File: src/rtl/pwm_dith_pkg.sv
package pwm_dith_pkg;

    localparam int DITH_MAX = 6;

    typedef enum logic [1:0] {
        RES_NONE = 2'd0,
        RES_D4   = 2'd1,
        RES_D5   = 2'd2,
        RES_D6   = 2'd3
    } res_mode_e;

    typedef enum logic {
        CH_IDLE    = 1'b0,
        CH_PROMOTE = 1'b1
    } cap_state_e;

    function automatic logic [2:0] dith_shift(res_mode_e m);
        logic [2:0] s;
        s = 3'd0;
        unique case (m)
            RES_NONE: s = 3'd0;
            RES_D4:   s = 3'd4;
            RES_D5:   s = 3'd5;
            RES_D6:   s = 3'd6;
        endcase
        return s;
    endfunction

endpackage

File: src/rtl/pwm_ch_regs.sv
module pwm_ch_regs
    import pwm_dith_pkg::*;
#(
    parameter int REG_W = 24
) (
    input  logic             clk,
    input  logic             rst_n,
    input  logic             cap_mode_i,
    input  logic             capture_i,
    input  logic             update_i,
    input  logic             wr_en_i,
    input  logic [REG_W-1:0] wr_data_i,
    input  logic [REG_W-1:0] cnt_i,
    input  logic [2:0]       shift_i,
    output logic [REG_W-1:0] reg_o
);

    cap_state_e       state_q, state_d;
    logic [REG_W-1:0] buf_q, reg_q;
    logic             cap_ev;

    assign cap_ev = cap_mode_i & capture_i;
    assign reg_o  = reg_q;

    // State register
    always_ff @(posedge clk or negedge rst_n) begin
        if (!rst_n) state_q <= CH_IDLE;
        else        state_q <= state_d;
    end

    // Next-state logic: capture-accept, capture-again, promote-done
    always_comb begin
        state_d = state_q;
        unique case (state_q)
            CH_IDLE:    if (cap_ev)  state_d = CH_PROMOTE;
            CH_PROMOTE: if (!cap_ev) state_d = CH_IDLE;
        endcase
    end

    // Outputs of the state machine: buffer and active register
    always_ff @(posedge clk or negedge rst_n) begin
        if (!rst_n) begin
            buf_q <= '0;
            reg_q <= '0;
        end else begin
            if (cap_ev)       buf_q <= cnt_i << shift_i;
            else if (wr_en_i) buf_q <= wr_data_i;

            if (state_q == CH_PROMOTE)        reg_q <= buf_q;
            else if (update_i && !cap_mode_i) reg_q <= buf_q;
        end
    end

    assert_hold_R2: assert property (@(posedge clk) disable iff (!rst_n)
        (state_q == CH_IDLE && !(update_i && !cap_mode_i)) |=> $stable(reg_q));

    assert_promote_R7: assert property (@(posedge clk) disable iff (!rst_n)
        (state_q == CH_PROMOTE) |=> (reg_q == $past(buf_q)));

    assert_cap_buf_R7: assert property (@(posedge clk) disable iff (!rst_n)
        cap_ev |=> (buf_q == $past(cnt_i << shift_i)));

    assert_cap_upd_R8: assert property (@(posedge clk) disable iff (!rst_n)
        (cap_mode_i && state_q == CH_IDLE) |=> $stable(reg_q));

endmodule

File: src/rtl/pwm_ch_dither.sv
module pwm_ch_dither #(
    parameter int DW = 6
) (
    input  logic          clk,
    input  logic          rst_n,
    input  logic          frame_i,
    input  logic [2:0]    shift_i,
    input  logic [DW-1:0] dith_src_i,
    output logic          extra_o
);

    logic [DW:0]   grp;
    logic [DW-1:0] mask_n, dith_cnt, acc_q, frame_cnt_q;
    logic [DW:0]   sum;
    logic          carry, group_end, enabled, extra_q;

    assign grp       = (DW+1)'(1) << shift_i;
    assign mask_n    = DW'(grp - (DW+1)'(1));
    assign dith_cnt  = dith_src_i & mask_n;
    assign sum       = {1'b0, acc_q} + {1'b0, dith_cnt};
    assign carry     = sum > {1'b0, mask_n};
    assign group_end = frame_cnt_q >= mask_n;
    assign enabled   = shift_i != 3'd0;
    assign extra_o   = extra_q;

    always_ff @(posedge clk or negedge rst_n) begin
        if (!rst_n) begin
            acc_q       <= '0;
            frame_cnt_q <= '0;
            extra_q     <= 1'b0;
        end else if (frame_i) begin
            if (!enabled) begin
                acc_q       <= '0;
                frame_cnt_q <= '0;
                extra_q     <= 1'b0;
            end else begin
                extra_q <= carry;
                if (group_end) begin
                    acc_q       <= '0;
                    frame_cnt_q <= '0;
                end else begin
                    acc_q       <= sum[DW-1:0] & mask_n;
                    frame_cnt_q <= frame_cnt_q + 1'b1;
                end
            end
        end
    end

    assert_zero_dither_R6: assert property (@(posedge clk) disable iff (!rst_n)
        (frame_i && dith_cnt == '0) |=> !extra_q);

    assert_group_wrap_R11: assert property (@(posedge clk) disable iff (!rst_n)
        (frame_i && enabled && group_end) |=> (frame_cnt_q == '0 && acc_q == '0));

endmodule

File: src/rtl/pwm_ch_wave.sv
module pwm_ch_wave #(
    parameter int REG_W = 24
) (
    input  logic             clk,
    input  logic             rst_n,
    input  logic [REG_W-1:0] cnt_i,
    input  logic [REG_W-1:0] cmp_i,
    input  logic             extra_i,
    input  logic             cap_mode_i,
    input  logic             match_freq_i,
    output logic             wave_o,
    output logic             period_match_o
);

    logic [REG_W:0] eff;
    logic           wave_d, pm_d;

    assign eff    = {1'b0, cmp_i} + (REG_W+1)'(extra_i);
    assign wave_d = !cap_mode_i && ({1'b0, cnt_i} < eff);
    assign pm_d   = match_freq_i && !cap_mode_i && (cnt_i == cmp_i);

    always_ff @(posedge clk or negedge rst_n) begin
        if (!rst_n) begin
            wave_o         <= 1'b0;
            period_match_o <= 1'b0;
        end else begin
            wave_o         <= wave_d;
            period_match_o <= pm_d;
        end
    end

    assert_cap_low_R8: assert property (@(posedge clk) disable iff (!rst_n)
        cap_mode_i |=> !wave_o);

    assert_pm_gate_R9: assert property (@(posedge clk) disable iff (!rst_n)
        !match_freq_i |=> !period_match_o);

    assert_wave_top_R4: assert property (@(posedge clk) disable iff (!rst_n)
        (!cap_mode_i && cnt_i == '0 && cmp_i != '0) |=> wave_o);

endmodule

File: src/rtl/pwm_dither_channel.sv
module pwm_dither_channel
    import pwm_dith_pkg::*;
#(
    parameter int REG_W    = 24,
    parameter int NARROW_W = 16
) (
    input  logic             clk,
    input  logic             rst_n,
    input  logic [REG_W-1:0] count_i,
    input  logic             frame_i,
    input  logic             update_i,
    input  logic             capture_i,
    input  logic             cap_mode_i,
    input  logic             match_freq_i,
    input  logic [1:0]       res_mode_i,
    input  logic             wide_i,
    input  logic             wr_en_i,
    input  logic [REG_W-1:0] wr_data_i,
    output logic             wave_o,
    output logic             period_match_o,
    output logic [REG_W-1:0] rd_data_o
);

    localparam int LIM_W = REG_W + DITH_MAX + 1;

    res_mode_e        res;
    logic [2:0]       shift;
    logic [LIM_W-1:0] lim;
    logic [REG_W-1:0] narrow_mask, live_mask, reg_val, masked, cmp;
    logic             extra;

    assign res         = res_mode_e'(res_mode_i);
    assign shift       = dith_shift(res);
    assign lim         = LIM_W'(1) << (NARROW_W + int'(shift));
    assign narrow_mask = REG_W'(lim - LIM_W'(1));
    assign live_mask   = wide_i ? '1 : narrow_mask;
    assign masked      = reg_val & live_mask;
    assign cmp         = masked >> shift;
    assign rd_data_o   = masked;

    pwm_ch_regs #(.REG_W(REG_W)) u_regs (
        .clk        (clk),
        .rst_n      (rst_n),
        .cap_mode_i (cap_mode_i),
        .capture_i  (capture_i),
        .update_i   (update_i),
        .wr_en_i    (wr_en_i),
        .wr_data_i  (wr_data_i),
        .cnt_i      (count_i),
        .shift_i    (shift),
        .reg_o      (reg_val)
    );

    pwm_ch_dither #(.DW(DITH_MAX)) u_dither (
        .clk        (clk),
        .rst_n      (rst_n),
        .frame_i    (frame_i),
        .shift_i    (shift),
        .dith_src_i (masked[DITH_MAX-1:0]),
        .extra_o    (extra)
    );

    pwm_ch_wave #(.REG_W(REG_W)) u_wave (
        .clk            (clk),
        .rst_n          (rst_n),
        .cnt_i          (count_i),
        .cmp_i          (cmp),
        .extra_i        (extra),
        .cap_mode_i     (cap_mode_i),
        .match_freq_i   (match_freq_i),
        .wave_o         (wave_o),
        .period_match_o (period_match_o)
    );

    assert_narrow_R10: assert property (@(posedge clk) disable iff (!rst_n)
        (!wide_i && res == RES_NONE) |-> (rd_data_o[REG_W-1:NARROW_W] == '0));

endmodule

File: config.mk
export PLATFORM = sky130hd
export DESIGN_NAME = pwm_dither_channel
export DESIGN_NICKNAME = d
export VERILOG_FILES = /design/src/rtl/pwm_dith_pkg.sv /design/src/rtl/pwm_ch_regs.sv /design/src/rtl/pwm_ch_dither.sv /design/src/rtl/pwm_ch_wave.sv /design/src/rtl/pwm_dither_channel.sv
export SDC_FILE = /design/constraint.sdc
export NUM_CORES = 1
export LEC_CHECK = 0
export ABC_CLOCK_PERIOD_IN_PS = 2750
export BUFFER_PORTS_ARGS = -buffer_cell sky130_fd_sc_hd__buf_2
export CAP_MARGIN = 20
export CORE_MARGIN = 2
export CORE_UTILIZATION = 43
export CTS_CLUSTER_DIAMETER = 150
export DETAILED_ROUTE_END_ITERATION = 12
export PLACE_DENSITY = 0.65
export SLEW_MARGIN = 25
export SYNTH_ARGS = -nofsm -noshare
export SYNTH_HDL_FRONTEND = slang
export SYNTH_HIERARCHICAL = 1
export SYNTH_SLANG_ARGS = --single-unit
File: constraint.sdc
create_clock -name clk -period 2.75 [get_ports clk]
set_input_delay 0 -clock clk [delete_from_list [all_inputs] [get_ports clk]]
set_output_delay 0 -clock clk [all_outputs]
set_load 0.01 [all_outputs]
### Word level (Yosys, flattened, before mapping)

Cells that the tools add are included.

| storage, ports and cells | value |
|---|---|
| input port bits | 59 |
| output and inout port bits | 26 |
| register bits after elaboration | 64 |
| logic and storage cells | 50 |

| operators by class | value |
|---|---|
| equality and inequality tests | 4 |
| shifts and indexed selects | 4 |
| muxes and demuxes | 12 |
| reduce and logical (&&, ||, !) cells | 9 |
| add/subtract/negate cells | 6 |
| bitwise gates (word level) | 4 |
| $lt $le $gt $ge | 3 |

Operators with widths:

| cell | number |
|---|---|
| 24-bit 2-to-1 mux | 5 |
| 24-bit by 1-bit adder with 25-bit output | 1 |
| 24-bit by 25-bit < comparator with 1-bit output | 1 |
| 24-bit AND | 1 |
| 24-bit equality test | 1 |
| 6-bit 2-to-1 mux | 4 |
| 1-bit by 6-bit left shift with 24-bit output (first input constant) | 1 |
| 24-bit by 3-bit left shift with 24-bit output | 1 |
| 24-bit by 3-bit >> shifter with 24-bit output | 1 |
| 24-bit by 1-bit subtractor with 24-bit output (second input constant) | 1 |
| 6-bit AND | 2 |
| 3-bit case mux with 4 select lines | 1 |
| 6-bit by 6-bit adder with 7-bit output | 1 |
| 7-bit by 6-bit > comparator with 1-bit output | 1 |
| 5-bit by 3-bit adder with 6-bit output (first input constant) | 1 |
| 6-bit by 1-bit adder with 6-bit output (second input constant) | 1 |
| 6-bit greater-or-equal comparator | 1 |
| 1-bit by 3-bit left shift with 6-bit output (first input constant) | 1 |
| 6-bit by 1-bit subtractor with 6-bit output (second input constant) | 1 |
| 2-bit equality test (second input constant) | 2 |
| 1-bit logical AND | 4 |
| 2-bit nonzero test | 2 |
| 3-bit nonzero test | 1 |
| 2-bit by 1-bit equality test with 1-bit output (second input constant) | 1 |
| other kinds (4) | 5 |

### Longest topological paths before layout

Gate-level depths: netlist of run 1.

| depth | value |
|---|---|
| depth after elaboration | 12 |
| mapped depth | 20 |
| depth with buffers taken out | 17 |

### By module

The synthesis of run 1 kept the hierarchy.

By module, submodules not included:

| module | area an instance (um2) | times used | cells each | seq. area each (um2) |
|---|---|---|---|---|
| pwm_ch_regs | 2,837.7 | 1 | 222 | 1,226.2 |
| pwm_ch_dither | 1,286.2 | 1 | 138 | 325.3 |
| pwm_ch_wave | 1,253.7 | 1 | 157 | 50.0 |
| pwm_dither_channel | 649.4 | 1 | 56 | 0.0 |

### Worst setup path after synthesis of run 1

Ideal clock, no wire load.

| path | value |
|---|---|
| path kind | in2reg |
| start point | input res_mode_i[0] |
| end point | register u_dither.extra_q (netlist: u_dither/extra_o) |
| buffers on the path | 3 |
| data required time | 2,624 ps |
| library setup time | 126 ps |
| arrival time | 3,438 ps |
| stages on the path | 19 |
| setup slack | -814 ps |
| cells stage by stage | buf_6 > or2_2 > clkbuf_1 > buf_4 > nor3_4 > inv_1 > ha_1 > nor3b_1 > a21oi_1 > o21ai_0 > and2_1 > ha_1 > o21a_1 > o31a_1 > a21oi_1 > ha_1 > nor3_1 > a211oi_1 > a221o_1 |

| between the ends | value |
|---|---|
| longest elaborated chain between the ends | 11 |
| elaborated cells between the ends (all ways) | 17 |
| those cells by class | add/sub (4); order compare (1); eq/ne (3); shift (2); mux (3); bitwise (2); reduce/logical (2) |

Ends and longest elaborated chain:

| item | line | RTL |
|---|---|---|
| start, declared | pwm_dither_channel.sv:15 | `input logic [1:0] res_mode_i,` |
| 2-bit equality test, or another cell as far along | pwm_dith_pkg.sv:20 | `unique case (m)` |
| 3-bit case mux with 4 select lines (*) | pwm_dith_pkg.sv:20 |  |
| named net shift[2] | pwm_dither_channel.sv:27 | `logic [2:0] shift;` |
| 5-bit by 3-bit adder with 6-bit output | pwm_dither_channel.sv:34 | `assign lim = LIM_W'(1) << (NARROW_W + int'(shift));` |
| 1-bit by 6-bit left shift with 24-bit output | pwm_dither_channel.sv:34 |  |
| 24-bit by 1-bit subtractor with 24-bit output | pwm_dither_channel.sv:35 | `assign narrow_mask = REG_W'(lim - LIM_W'(1));` |
| 24-bit 2-to-1 mux | pwm_dither_channel.sv:36 | `assign live_mask = wide_i ? '1 : narrow_mask;` |
| 24-bit AND | pwm_dither_channel.sv:37 | `assign masked = reg_val & live_mask;` |
| 6-bit AND | pwm_ch_dither.sv:19 | `assign dith_cnt = dith_src_i & mask_n;` |
| 6-bit by 6-bit adder with 7-bit output | pwm_ch_dither.sv:20 | `assign sum = {1'b0, acc_q} + {1'b0, dith_cnt};` |
| 7-bit by 6-bit > comparator with 1-bit output | pwm_ch_dither.sv:21 | `assign carry = sum > {1'b0, mask_n};` |
| 1-bit 2-to-1 mux (*) | pwm_ch_dither.sv:32 | `if (!enabled) begin` |
| end signal, assigned | pwm_ch_dither.sv:37 | `extra_q <= carry;` |
| end, declared | pwm_ch_dither.sv:15 | `logic carry, group_end, enabled, extra_q;` |

Mark *: on every way through the listed nets, which the timed path passes. The rest lies on a longest branch.
A chain may end at the register's enable or synchronous reset.

### Worst setup path in the final report of run 1

| path | value |
|---|---|
| start point | register u_regs.reg_q[6] (netlist: u_regs/reg_o[6]) |
| end point | register u_wave.wave_o |

| between the ends | value |
|---|---|
| longest elaborated chain between the ends | 5 |

Ends and longest elaborated chain:

| item | line | RTL |
|---|---|---|
| start, declared | pwm_ch_regs.sv:19 | `logic [REG_W-1:0] buf_q, reg_q;` |
| start signal, assigned | pwm_ch_regs.sv:49 | `if (state_q == CH_PROMOTE) reg_q <= buf_q;` |
| start signal, assigned | pwm_ch_regs.sv:50 | `else if (update_i && !cap_mode_i) reg_q <= buf_q;` |
| 24-bit AND | pwm_dither_channel.sv:37 |  |
| 24-bit by 3-bit >> shifter with 24-bit output | pwm_dither_channel.sv:38 | `assign cmp = masked >> shift;` |
| named net cmp[0] | pwm_dither_channel.sv:29 | `logic [REG_W-1:0] narrow_mask, live_mask, reg_val, masked, cmp;` |
| 24-bit by 1-bit adder with 25-bit output | pwm_ch_wave.sv:18 | `assign eff = {1'b0, cmp_i} + (REG_W+1)'(extra_i);` |
| 24-bit by 25-bit < comparator with 1-bit output | pwm_ch_wave.sv:19 | `assign wave_d = !cap_mode_i && ({1'b0, cnt_i} < eff);` |
| 1-bit logical AND | pwm_ch_wave.sv:19 |  |
| named net u_wave.wave_d | pwm_ch_wave.sv:16 | `logic wave_d, pm_d;` |
| end signal, assigned | pwm_ch_wave.sv:27 | `wave_o <= wave_d;` |
| end, declared | pwm_ch_wave.sv:11 | `output logic wave_o,` |

The timed path passes the listed nets, and every way through them passes these cells.

==> flow_summary.json, run 1 <==
{
  "synth.distinct_cells": 62,
  "required_ns": 3.01,
  "syn_area_mm2": 0.00603,
  "synth_seq_area_share": 0.266,
  "syn-num-nets": 684,
  "grt_pass1_wl_mm": 28.2,
  "final_cell_mix": "buf_4 (94), buf_2 (84), dfrtp_1 (63), ha_1 (44)",
  "clk_latency_ns": 0.34,
  "syn_inst": 573,
  "grtUsageTotal": 0.247,
  "crit_arrival_ns": 3.13,
  "setup_tns_ns": -0.122,
  "core_mm2": 0.0138,
  "synth_top_family_by_area": "multiplexers",
  "dpl.hpwl_mm": 13.9,
  "drc": 0,
  "fmax_mhz": 348,
  "grt_overflow": 0,
  "status": "finished, violations left",
  "antenna_found_initial": 0,
  "totalWireLength_mm": 18.1,
  "clk_pin_slew_worst_paths_ns": 0.06,
  "grt_pass1_vias": 5310,
  "worst_r2r_path_depth": 13,
  "final_antenna_net_count": 0,
  "synth-simple-area-share": 0.135,
  "gp_congestion": 0.949,
  "pre_cts_ws_ns": -0.255,
  "p_leak_nw": 3.51,
  "dieArea_mm2": 0.0150,
  "clock-sinks": 64,
  "hold_violations": 1,
  "synth-compound-area-share": 0.121,
  "synth_warnings": 6,
  "async_flop_share": 1.00,
  "end_kind": "register",
  "maxSlewViolCount": 0,
  "drv_cap": 0,
  "synth_ff_type": "dfrtp_1",
  "cts_buffers": 9,
  "worst_setup_path_start_kind": "register",
  "power_density_mw_per_mm2": 610,
  "finalCritPeriodShare": 1.04,
  "area_growth_pct": 32.1,
  "die_w_um": 122,
  "row_count": 43,
  "clockRootBuffer": "clkbuf_16",
  "tightest_slew_ns": 0.806,
  "firstDrtPassIters": 5,
  "timing.hold.ws_ns": -0.00180,
  "setup_ws_ns": -0.122,
  "synth-edff-count": 0,
  "finalNetCount": 865,
  "synthMuxAreaShare": 0.240,
  "crit_type": "register to register",
  "rrSetupSlack_ns": -0.12,
  "setup_violations": 1,
  "vias_per_cell": 5.76,
  "min_period_ns": 2.87,
  "avgSynthCellArea_um2": 10.5,
  "vias": 5393,
  "hp-class": "primary input to register",
  "final_common_cell": "buf_4",
  "skew_ns": 0.0101,
  "wl_per_cell_um": 19.3,
  "start_util": 0.438,
  "clock_path_buffers": 2,
  "io_pins": 85,
  "tritoncts": "done",
  "slew-limit-headroom": 0.463,
  "die_h_um": 122,
  "violations": "negative hold slack, negative setup slack",
  "nFillCells": 1198,
  "grt_start_max_net_pins": 54,
  "min_delay_path_depth": 3,
  "initialDrtViolationCount": 398,
  "synth_xor_area_frac": 0.0785,
  "final_cells": 937,
  "yosys_register_bits": 64,
  "dp_cells": 896,
  "rsz0062_at_grt": "yes",
  "cts-htree-levels": 3,
  "path_max_fanout": 5,
  "drive_above_1_share": 0.412,
  "synthAdderAreaFrac": 0.109,
  "port_buffers": 84,
  "antenna_cells": 0,
  "ir_worst_vdd_mv": 0.445
}
[metrics by stage]
stage / power [mW] / hold slack (ns) / util / instance area (um^2)
5_1_grt: 5.15 / 0.0106 / 0.578 / 7960
3_3_place_gp: 3.45 / -0.0862 / 0.527 / 7260
3_5_place_dp: 3.51 / -0.0849 / 0.527 / 7260
2_1_floorplan: 2.62 / -0.296 / - / 6140
6_report: 4.86 / -0.00180 / 0.578 / 7960
4_1_cts: 4.73 / 0.00154 / 0.568 / 7820
[power by group]
group	internal, mW	switching, mW
clock network	0.738	0.410
logic	1.22	1.16
registers	1.13	0.201
total	3.09	1.77
[flip-flops by register name, indices dropped and copies added, names as in the netlist]
name and cells:
u_dither/acc_q 6, u_dither/extra_o 1, u_dither/frame_cnt_q 6, u_regs/buf_q 24, u_regs/reg_o 24, u_regs/state_q 1, u_wave/period_match_o 1, u_wave/wave_o 1
[cell type report]
cell class	count	area [um^2]	area share
clock buffer	11	253	0.0318
clock inverter	3	42.5	0.00534
inverter	28	105	0.0132
multi-input combinational	450	4360	0.548
sequential	64	1600	0.201
tap	180	225	0.0283
timing repair buffer	201	1370	0.172
[worst max-delay path: stages, from the launching register on]
cell and delay [ns]:
dfrtp_1 0.39, mux4_2 0.54, ha_4 0.20, buf_4 0.14
and4_4 0.19, and4_4 0.16, nand2_1 0.08, xor2_1 0.18
ha_1 0.25, nand2_1 0.08, nor2_1 0.07, a211oi_2 0.24
o21ai_2 0.10, a211oi_2 0.17
[cells by family after synthesis]
group           count (synthesis)
compound gates                106
xor+xnor                       54
fa+ha+maj                      52
buf+inv                        59
flops                          64
mux                            96
simple gates                  142
[synthesized netlist by cell type, types with 2 or more instances]
library cell | number | area share
a211o_1 | 2 | 0.0029
a211oi_1 | 21 | 0.026
a21o_1 | 2 | 0.0025
a21oi_1 | 37 | 0.031
a31oi_1 | 2 | 0.0021
and2_1 | 6 | 0.0062
and3_1 | 5 | 0.0052
and4_1 | 4 | 0.0058
buf_1 | 2 | 0.0012
buf_2 | 11 | 0.0091
buf_4 | 3 | 0.0037
buf_6 | 5 | 0.0093
clkbuf_1 | 9 | 0.0056
dfrtp_1 | 64 | 0.27
ha_1 | 51 | 0.11
inv_1 | 28 | 0.017
mux2_2 | 27 | 0.050
mux2i_1 | 33 | 0.055
mux4_2 | 35 | 0.13
nand2_1 | 29 | 0.018
nand2b_1 | 4 | 0.0042
nand3_1 | 13 | 0.011
nand4_1 | 9 | 0.0093
nor2_1 | 18 | 0.011
nor2b_1 | 28 | 0.029
nor3_1 | 4 | 0.0033
nor3b_1 | 5 | 0.0062
nor4_1 | 5 | 0.0052
o211ai_1 | 4 | 0.0050
o21a_1 | 5 | 0.0062
o21ai_0 | 10 | 0.0083
o22ai_1 | 3 | 0.0031
o2bb2ai_1 | 7 | 0.010
o31a_1 | 2 | 0.0029
xnor2_1 | 16 | 0.023
xor2_1 | 38 | 0.055
[layer usage]
layer	track usage	routed length, um
met1	0.338	8020
met2	0.404	8690
met3	0.0432	1030
met4	0.0718	340
met5	0	0
[worst paths after layout]
check                                      start                      end
min in group asynchronous                  rst_n  u_dither/frame_cnt_q[1]
max in group asynchronous                  rst_n         u_regs/reg_o[20]
worst max-delay path             u_regs/reg_o[6]            u_wave/wave_o
worst max register to register   u_regs/reg_o[6]            u_wave/wave_o
worst min register to register  u_regs/buf_q[18]         u_regs/reg_o[18]
worst min-delay path               wr_data_i[12]         u_regs/buf_q[12]
[timing repair]
action,in CTS,in global routing
pin swaps,18,31
hold endpoints to repair,84,0
hold buffers,21,0
buffers inserted,2,5
setup endpoints to repair,2,2
gates resized for setup,11,26
(Power assumes the default switching activity.)
==> inputs of run 2 (changes only) <==
Settings changed: CELL_PAD_IN_SITES_DETAIL_PLACEMENT set to 0, CELL_PAD_IN_SITES_GLOBAL_PLACEMENT set to 2, CORE_UTILIZATION 43 to 34, PLACE_DENSITY 0.65 to not set, PLACE_DENSITY_LB_ADDON set to 0.1, SLEW_MARGIN 25 to 40.
==> run 2 against run 1 <==
The flow finishes with violations (negative setup slack). Hold slack improved by 0.0066 ns. Die area rose by 26%. Power rose by 3.9%. Flip-flop and latch count did not move. Sequential power barely moved. Global-route usage fell by 2.8 points. Setup slack got worse by 0.056 ns.
==> flow_summary.json, run 2 (synthesis results as in run 1) <==
{
  "die_w_um": 137,
  "worst_r2r_path_depth": 14,
  "path_max_fanout": 5,
  "grt_start_max_net_pins": 65,
  "dp_cells": 947,
  "io_pins": 85,
  "antenna_found_initial": 0,
  "grt_pass1_wl_mm": 31.1,
  "cts-htree-levels": 3,
  "slew-limit-headroom": 0.632,
  "rsz0062_at_grt": "yes",
  "fmax_mhz": 342,
  "initialDrtViolationCount": 285,
  "r2r_start": "u_regs/reg_o[6]",
  "vias": 5293,
  "port_buffers": 84,
  "clock-sinks": 64,
  "die_h_um": 137,
  "grt_overflow": 0,
  "clk_pin_slew_worst_paths_ns": 0.06,
  "setup_violations": 1,
  "crit_type": "register to register",
  "required_ns": 3.01,
  "min_delay_path_depth": 3,
  "skew_ns": 0.00475,
  "tightest_slew_ns": 0.551,
  "final_antenna_net_count": 0,
  "pre_cts_ws_ns": -0.287,
  "hp-class": "primary input to register",
  "hp-start": "wr_data_i[10]",
  "finalNetCount": 877,
  "dieArea_mm2": 0.0188,
  "cts_buffers": 9,
  "totalWireLength_mm": 19.8,
  "finalCritPeriodShare": 1.06,
  "grt_pass1_vias": 5427,
  "setup_ws_ns": -0.177,
  "r2r-end": "u_wave/wave_o",
  "ir_worst_vdd_mv": 0.360,
  "core_mm2": 0.0173,
  "setup_tns_ns": -0.177,
  "violations": "negative setup slack",
  "hold_end": "u_regs/buf_q[10]",
  "wl_per_cell_um": 19.9,
  "gp_congestion": 0.874,
  "clockRootBuffer": "clkbuf_16",
  "maxSlewViolCount": 0,
  "grtUsageTotal": 0.220,
  "hold_violations": 0,
  "p_leak_nw": 3.60,
  "power_density_mw_per_mm2": 616,
  "end_kind": "register",
  "area_growth_pct": 36.0,
  "final_cell_mix": "buf_4 (100), buf_2 (82), dfrtp_1 (62), ha_1 (45)",
  "worst_setup_path_start_kind": "register",
  "firstDrtPassIters": 4,
  "status": "finished, violations left",
  "final_common_cell": "buf_4",
  "drc": 0,
  "antenna_cells": 0,
  "crit_arrival_ns": 3.18,
  "min_period_ns": 2.93,
  "dpl.hpwl_mm": 15.4,
  "final_cells": 996,
  "clk_latency_ns": 0.34,
  "vias_per_cell": 5.31,
  "clock_path_buffers": 2,
  "drv_cap": 0,
  "tritoncts": "done",
  "rrSetupSlack_ns": -0.18,
  "start_util": 0.348,
  "drive_above_1_share": 0.423,
  "row_count": 48
}
-- run 2: cell types whose count changed in the layout (fill, tap and decap cells not counted), moves of 3 or more --
cell           previous run  this run
buf_4                    94       100
buf_6                     1         4
dlygate4sd3_1            21        24
inv_1                    24        27
inv_2                     4         1
nand2_1                  27        24
nand2_2                   0         4
-- run 2: worst max-delay path by stage --
| stage | startpoint | endpoint | slack, ns | cells past startpoint |
|---|---|---|---|---|
| 3_3_place_gp | u_regs/reg_o[0] | u_wave/wave_o | -0.28 | 13 |
| 4_1_cts | u_regs/reg_o[4] | u_wave/wave_o | -0.24 | 15 |
| 6_report | u_regs/reg_o[6] | u_wave/wave_o | -0.18 | 14 |
| 5_1_grt | u_regs/reg_o[4] | u_wave/wave_o | -0.30 | 13 |
| 2_1_floorplan | res_mode_i[1] | u_dither/extra_o | -0.44 | 18 |
| 3_5_place_dp | res_mode_i[1] | u_dither/extra_o | -0.29 | 17 |
-- run 2: routing by layer --
| metal | GRT usage | share of wire | vias up |
|---|---|---|---|
| met2 | 0.367 | 0.49 | 121 |
| met5 | 0 | 0 | - |
| met4 | 0.0521 | 0.012 | 0 |
| met3 | 0.0304 | 0.040 | 16 |
| li1 | - | - | 2520 |
| met1 | 0.301 | 0.46 | 2636 |
-- run 2: final cells by class --
| class | instances | area (um^2) |
|---|---|---|
| multi-input combinational | 450 | 4380 |
| fill | 1659 | 9100 |
| inverter | 28 | 105 |
| clock buffer | 9 | 225 |
| timing repair buffer | 213 | 1510 |
| clock inverter | 7 | 95.1 |
| sequential | 64 | 1600 |
| tap | 225 | 282 |
-- run 2: repair_timing --
| action | CTS | global route |
|---|---|---|
| resized for setup | 7 | 36 |
| hold endpoints to repair | 87 | 0 |
| hold buffers | 24 | 0 |
| cloned | 0 | 0 |
| setup buffers | 1 | 8 |
| pin swaps | 13 | 36 |
| setup endpoints to repair | 1 | 2 |
-- run 2: report_power, final --
part	internal (mW)	switching (mW)
logic	1.28	1.19
clock network	0.795	0.462
registers	1.13	0.195
total	3.20	1.85
-- run 2: per-stage QoR --
step,instance area [um^2],util,total power [mW],hold WS [ns]
floorplan,6140,-,2.62,-0.296
global placement,7390,0.427,3.55,0.0543
detailed placement,7390,0.427,3.59,0.0584
CTS,7980,0.461,4.92,0.0111
global route,8190,0.474,5.40,0.00605
finish,8190,0.474,5.05,0.00480
-- run 2: worst max-delay path: stages (launching register included) --
cell	delay (ns)
dfrtp_1	0.38
mux4_2	0.54
ha_4	0.20
ha_4	0.16
nand2_4	0.08
nor4_4	0.04
buf_4	0.16
buf_4	0.13
xnor2_1	0.12
ha_1	0.32
a21oi_2	0.12
o21ai_1	0.08
a211oi_2	0.21
o21ai_2	0.11
a211oi_2	0.18
==> inputs of run 3 (changes only) <==
Settings changed: SYNTH_HIERARCHICAL 1 to not set.
==> run 3 against run 2 <==
The flow still finishes with violations (negative setup slack). Wire length down 3.5%. Highest routed layer unchanged. Combinational power down 3%. Fmax down 10%. Critical endpoint is now u_wave.wave_o.
==> flow_summary.json, run 3 <==
{
  "crit_type": "register to register",
  "finalNetCount": 858,
  "synth_top_cell_area_share": 0.278,
  "setup_violations": 2,
  "initialDrtViolationCount": 266,
  "pre_cts_ws_ns": -0.728,
  "cts_buffers": 9,
  "grtUsageTotal": 0.223,
  "tightest_slew_ns": 0.843,
  "rrSetupSlack_ns": -0.51,
  "clockRootBuffer": "clkbuf_16",
  "path_max_fanout": 3,
  "dieArea_mm2": 0.0180,
  "grt_overflow": 0,
  "p_leak_nw": 3.53,
  "async_flop_share": 1.00,
  "syn_area_mm2": 0.00576,
  "slowest_stage": "mux4_2",
  "clock_path_buffers": 2,
  "power_density_mw_per_mm2": 641,
  "synth-edff-count": 0,
  "firstDrtPassIters": 4,
  "rsz0062_at_grt": "yes",
  "p_comb_frac": 0.479,
  "syn-num-nets": 674,
  "required_ns": 3.03,
  "synth_ff_type": "dfrtp_1",
  "synth_common_cells": "dfrtp_1 (64), ha_1 (49), a21oi_1 (43), nand2_1 (41), nor2_1 (33)",
  "tritoncts": "done",
  "yosysMostFrequentCell": "dfrtp_1",
  "wl_per_cell_um": 19.7,
  "slew-limit-headroom": 0.438,
  "row_count": 47,
  "io_pins": 85,
  "yosysTopAreaCell": "dfrtp_1",
  "vias": 5126,
  "r2r-end": "u_wave.wave_o",
  "area_growth_pct": 34.9,
  "start_util": 0.348,
  "synth.distinct_cells": 58,
  "die_h_um": 134,
  "hold_violations": 0,
  "maxSlewViolCount": 0,
  "dpl.hpwl_mm": 14.9,
  "hp-class": "primary input to register",
  "clk_latency_ns": 0.35,
  "worst_r2r_path_depth": 16,
  "gp_congestion": 0.871,
  "clk_pin_slew_worst_paths_ns": 0.06,
  "p_seq_frac": 0.259,
  "grt_pass1_wl_mm": 30.7,
  "r2r_start": "u_regs.reg_o[6]",
  "end_kind": "register",
  "final_common_cell": "buf_4",
  "cts-htree-levels": 3,
  "grt_pass1_vias": 5332,
  "cp-endpoint": "u_wave.wave_o",
  "final_cell_mix": "buf_4 (108), buf_2 (83), dfrtp_1 (64), ha_1 (44), nand2_1 (40)",
  "vias_per_cell": 5.27,
  "intPower_mw": 3.19,
  "power_switching_mw": 1.79,
  "crit_start": "u_regs.reg_o[6]",
  "max_stage_delay_ns": 0.53,
  "status": "finished, violations left",
  "final_antenna_net_count": 0,
  "syn_inst": 565,
  "worst_setup_path_start_kind": "register",
  "drive_above_1_share": 0.401,
  "port_buffers": 84,
  "fin_util": 0.469,
  "grt_start_max_net_pins": 36,
  "finalPower_mw": 4.99,
  "fmax_mhz": 307,
  "finalCritPeriodShare": 1.19,
  "avgSynthCellArea_um2": 10.2,
  "synth_warnings": 0,
  "synth.area.top_cells": "dfrtp_1 (28%), mux4_2 (13%), ha_1 (11%), mux2i_1 (5.2%), mux2_2 (4.9%)",
  "core_mm2": 0.0166,
  "synth_seq_area_share": 0.278,
  "totalWireLength_mm": 19.1,
  "crit_arrival_ns": 3.54,
  "clockPowerShare": 0.261,
  "cp_cell_sequence": "mux4_2, ha_4, ha_4, nand3_2, nor2_2, a31oi_2, buf_4, nor2b_1, nand2_1, xor2_1, ha_1, a211oi_2, o221ai_2, a211oi_2, o221ai_2, o21ai_2",
  "violations": "negative setup slack",
  "die_w_um": 134,
  "yosys_register_bits": 64,
  "drc": 0,
  "min_period_ns": 3.26,
  "clock-sinks": 64,
  "drv_cap": 0,
  "antenna_found_initial": 0,
  "skew_ns": 0.00882,
  "setup_ws_ns": -0.513,
  "antenna_cells": 0,
  "ir_worst_vdd_mv": 0.331,
  "swShare": 0.360
}
[run 3: worst min path at each step]
stage / startpoint / to / slack [ns] / cells past startpoint
global placement: rst_n / u_regs.buf_q[23] / 0.15 / 1
detailed placement: rst_n / u_regs.buf_q[23] / -0.003 / 1
global route: wr_data_i[4] / u_regs.buf_q[4] / 0.01 / 3
floorplan: rst_n / u_dither.acc_q[0] / -0.30 / 0
CTS: wr_data_i[4] / u_regs.buf_q[4] / 0.001 / 3
finish: wr_data_i[4] / u_regs.buf_q[4] / 0.003 / 3
[run 3: critical path: cells and delay by family, from the launching register on]
kind	cells	cell delay, ns
xor gates and xnor gates	1	0.16
adders and majority gates	3	0.62
and+or+nand+nor	4	0.25
buffers and inverters	1	0.15
AOI/OAI and AO/OA	6	1.08
DFF	1	0.40
muxes	1	0.53
[run 3: layout make-up]
cell class | count | area [um^2]
Tap cell | 220 | 275
Fill cell | 1615 | 8810
Clock buffer | 11 | 243
Sequential cell | 64 | 1600
Inverter | 22 | 82.6
Clock inverter | 4 | 77.6
Multi-Input combinational cell | 433 | 3980
Timing Repair Buffer | 219 | 1520
[run 3: what timing repair did]
item                                    4_1_cts  5_1_grt
hold endpoints to repair                     53        0
buffers inserted                              7        2
hold buffers                                 25        0
endpoints found under the setup margin        2        2
gates resized for setup                      18       17
pin swaps                                    16       11
[run 3: per-layer routing]
metal / track usage / vias up / part of all wire
met5: 0 / - / 0
met1: 0.302 / 2553 / 0.47
met2: 0.366 / 117 / 0.47
met4: 0.0684 / 0 / 0.024
met3: 0.0344 / 22 / 0.034
li1: - / 2434 / -
[run 3: power by group through the flow]
stage / clock (mW) / combinational (mW) / sequential, mW
floorplan: 0 / 1.29 / 1.24
global placement: 0 / 2.11 / 1.29
detailed placement: 0 / 2.14 / 1.29
CTS: 1.32 / 2.29 / 1.28
global route: 1.36 / 2.65 / 1.31
finish: 1.30 / 2.39 / 1.29
[run 3: logic make-up after synthesis]
logic type               share of synthesized area
XOR/XNOR                                    0.0712
multiplexers                                 0.240
AND/OR/NAND/NOR                              0.123
AO/OA/AOI/OAI                                0.112
buffers and inverters                       0.0666
adder cells (fa/ha/maj)                      0.110
flip-flops                                   0.278
[run 3: metrics by stage]
step	area [um^2]	setup TNS (ns)	instances	hold WS (ns)
finish	7770	-0.608	973	0.00273
global route	7770	-0.902	973	0.0132
CTS	7670	-0.634	971	0.00146
detailed placement	6970	-1.27	925	-0.00334
global placement	6970	-1.18	925	0.148
floorplan	5800	-1.23	565	-0.296
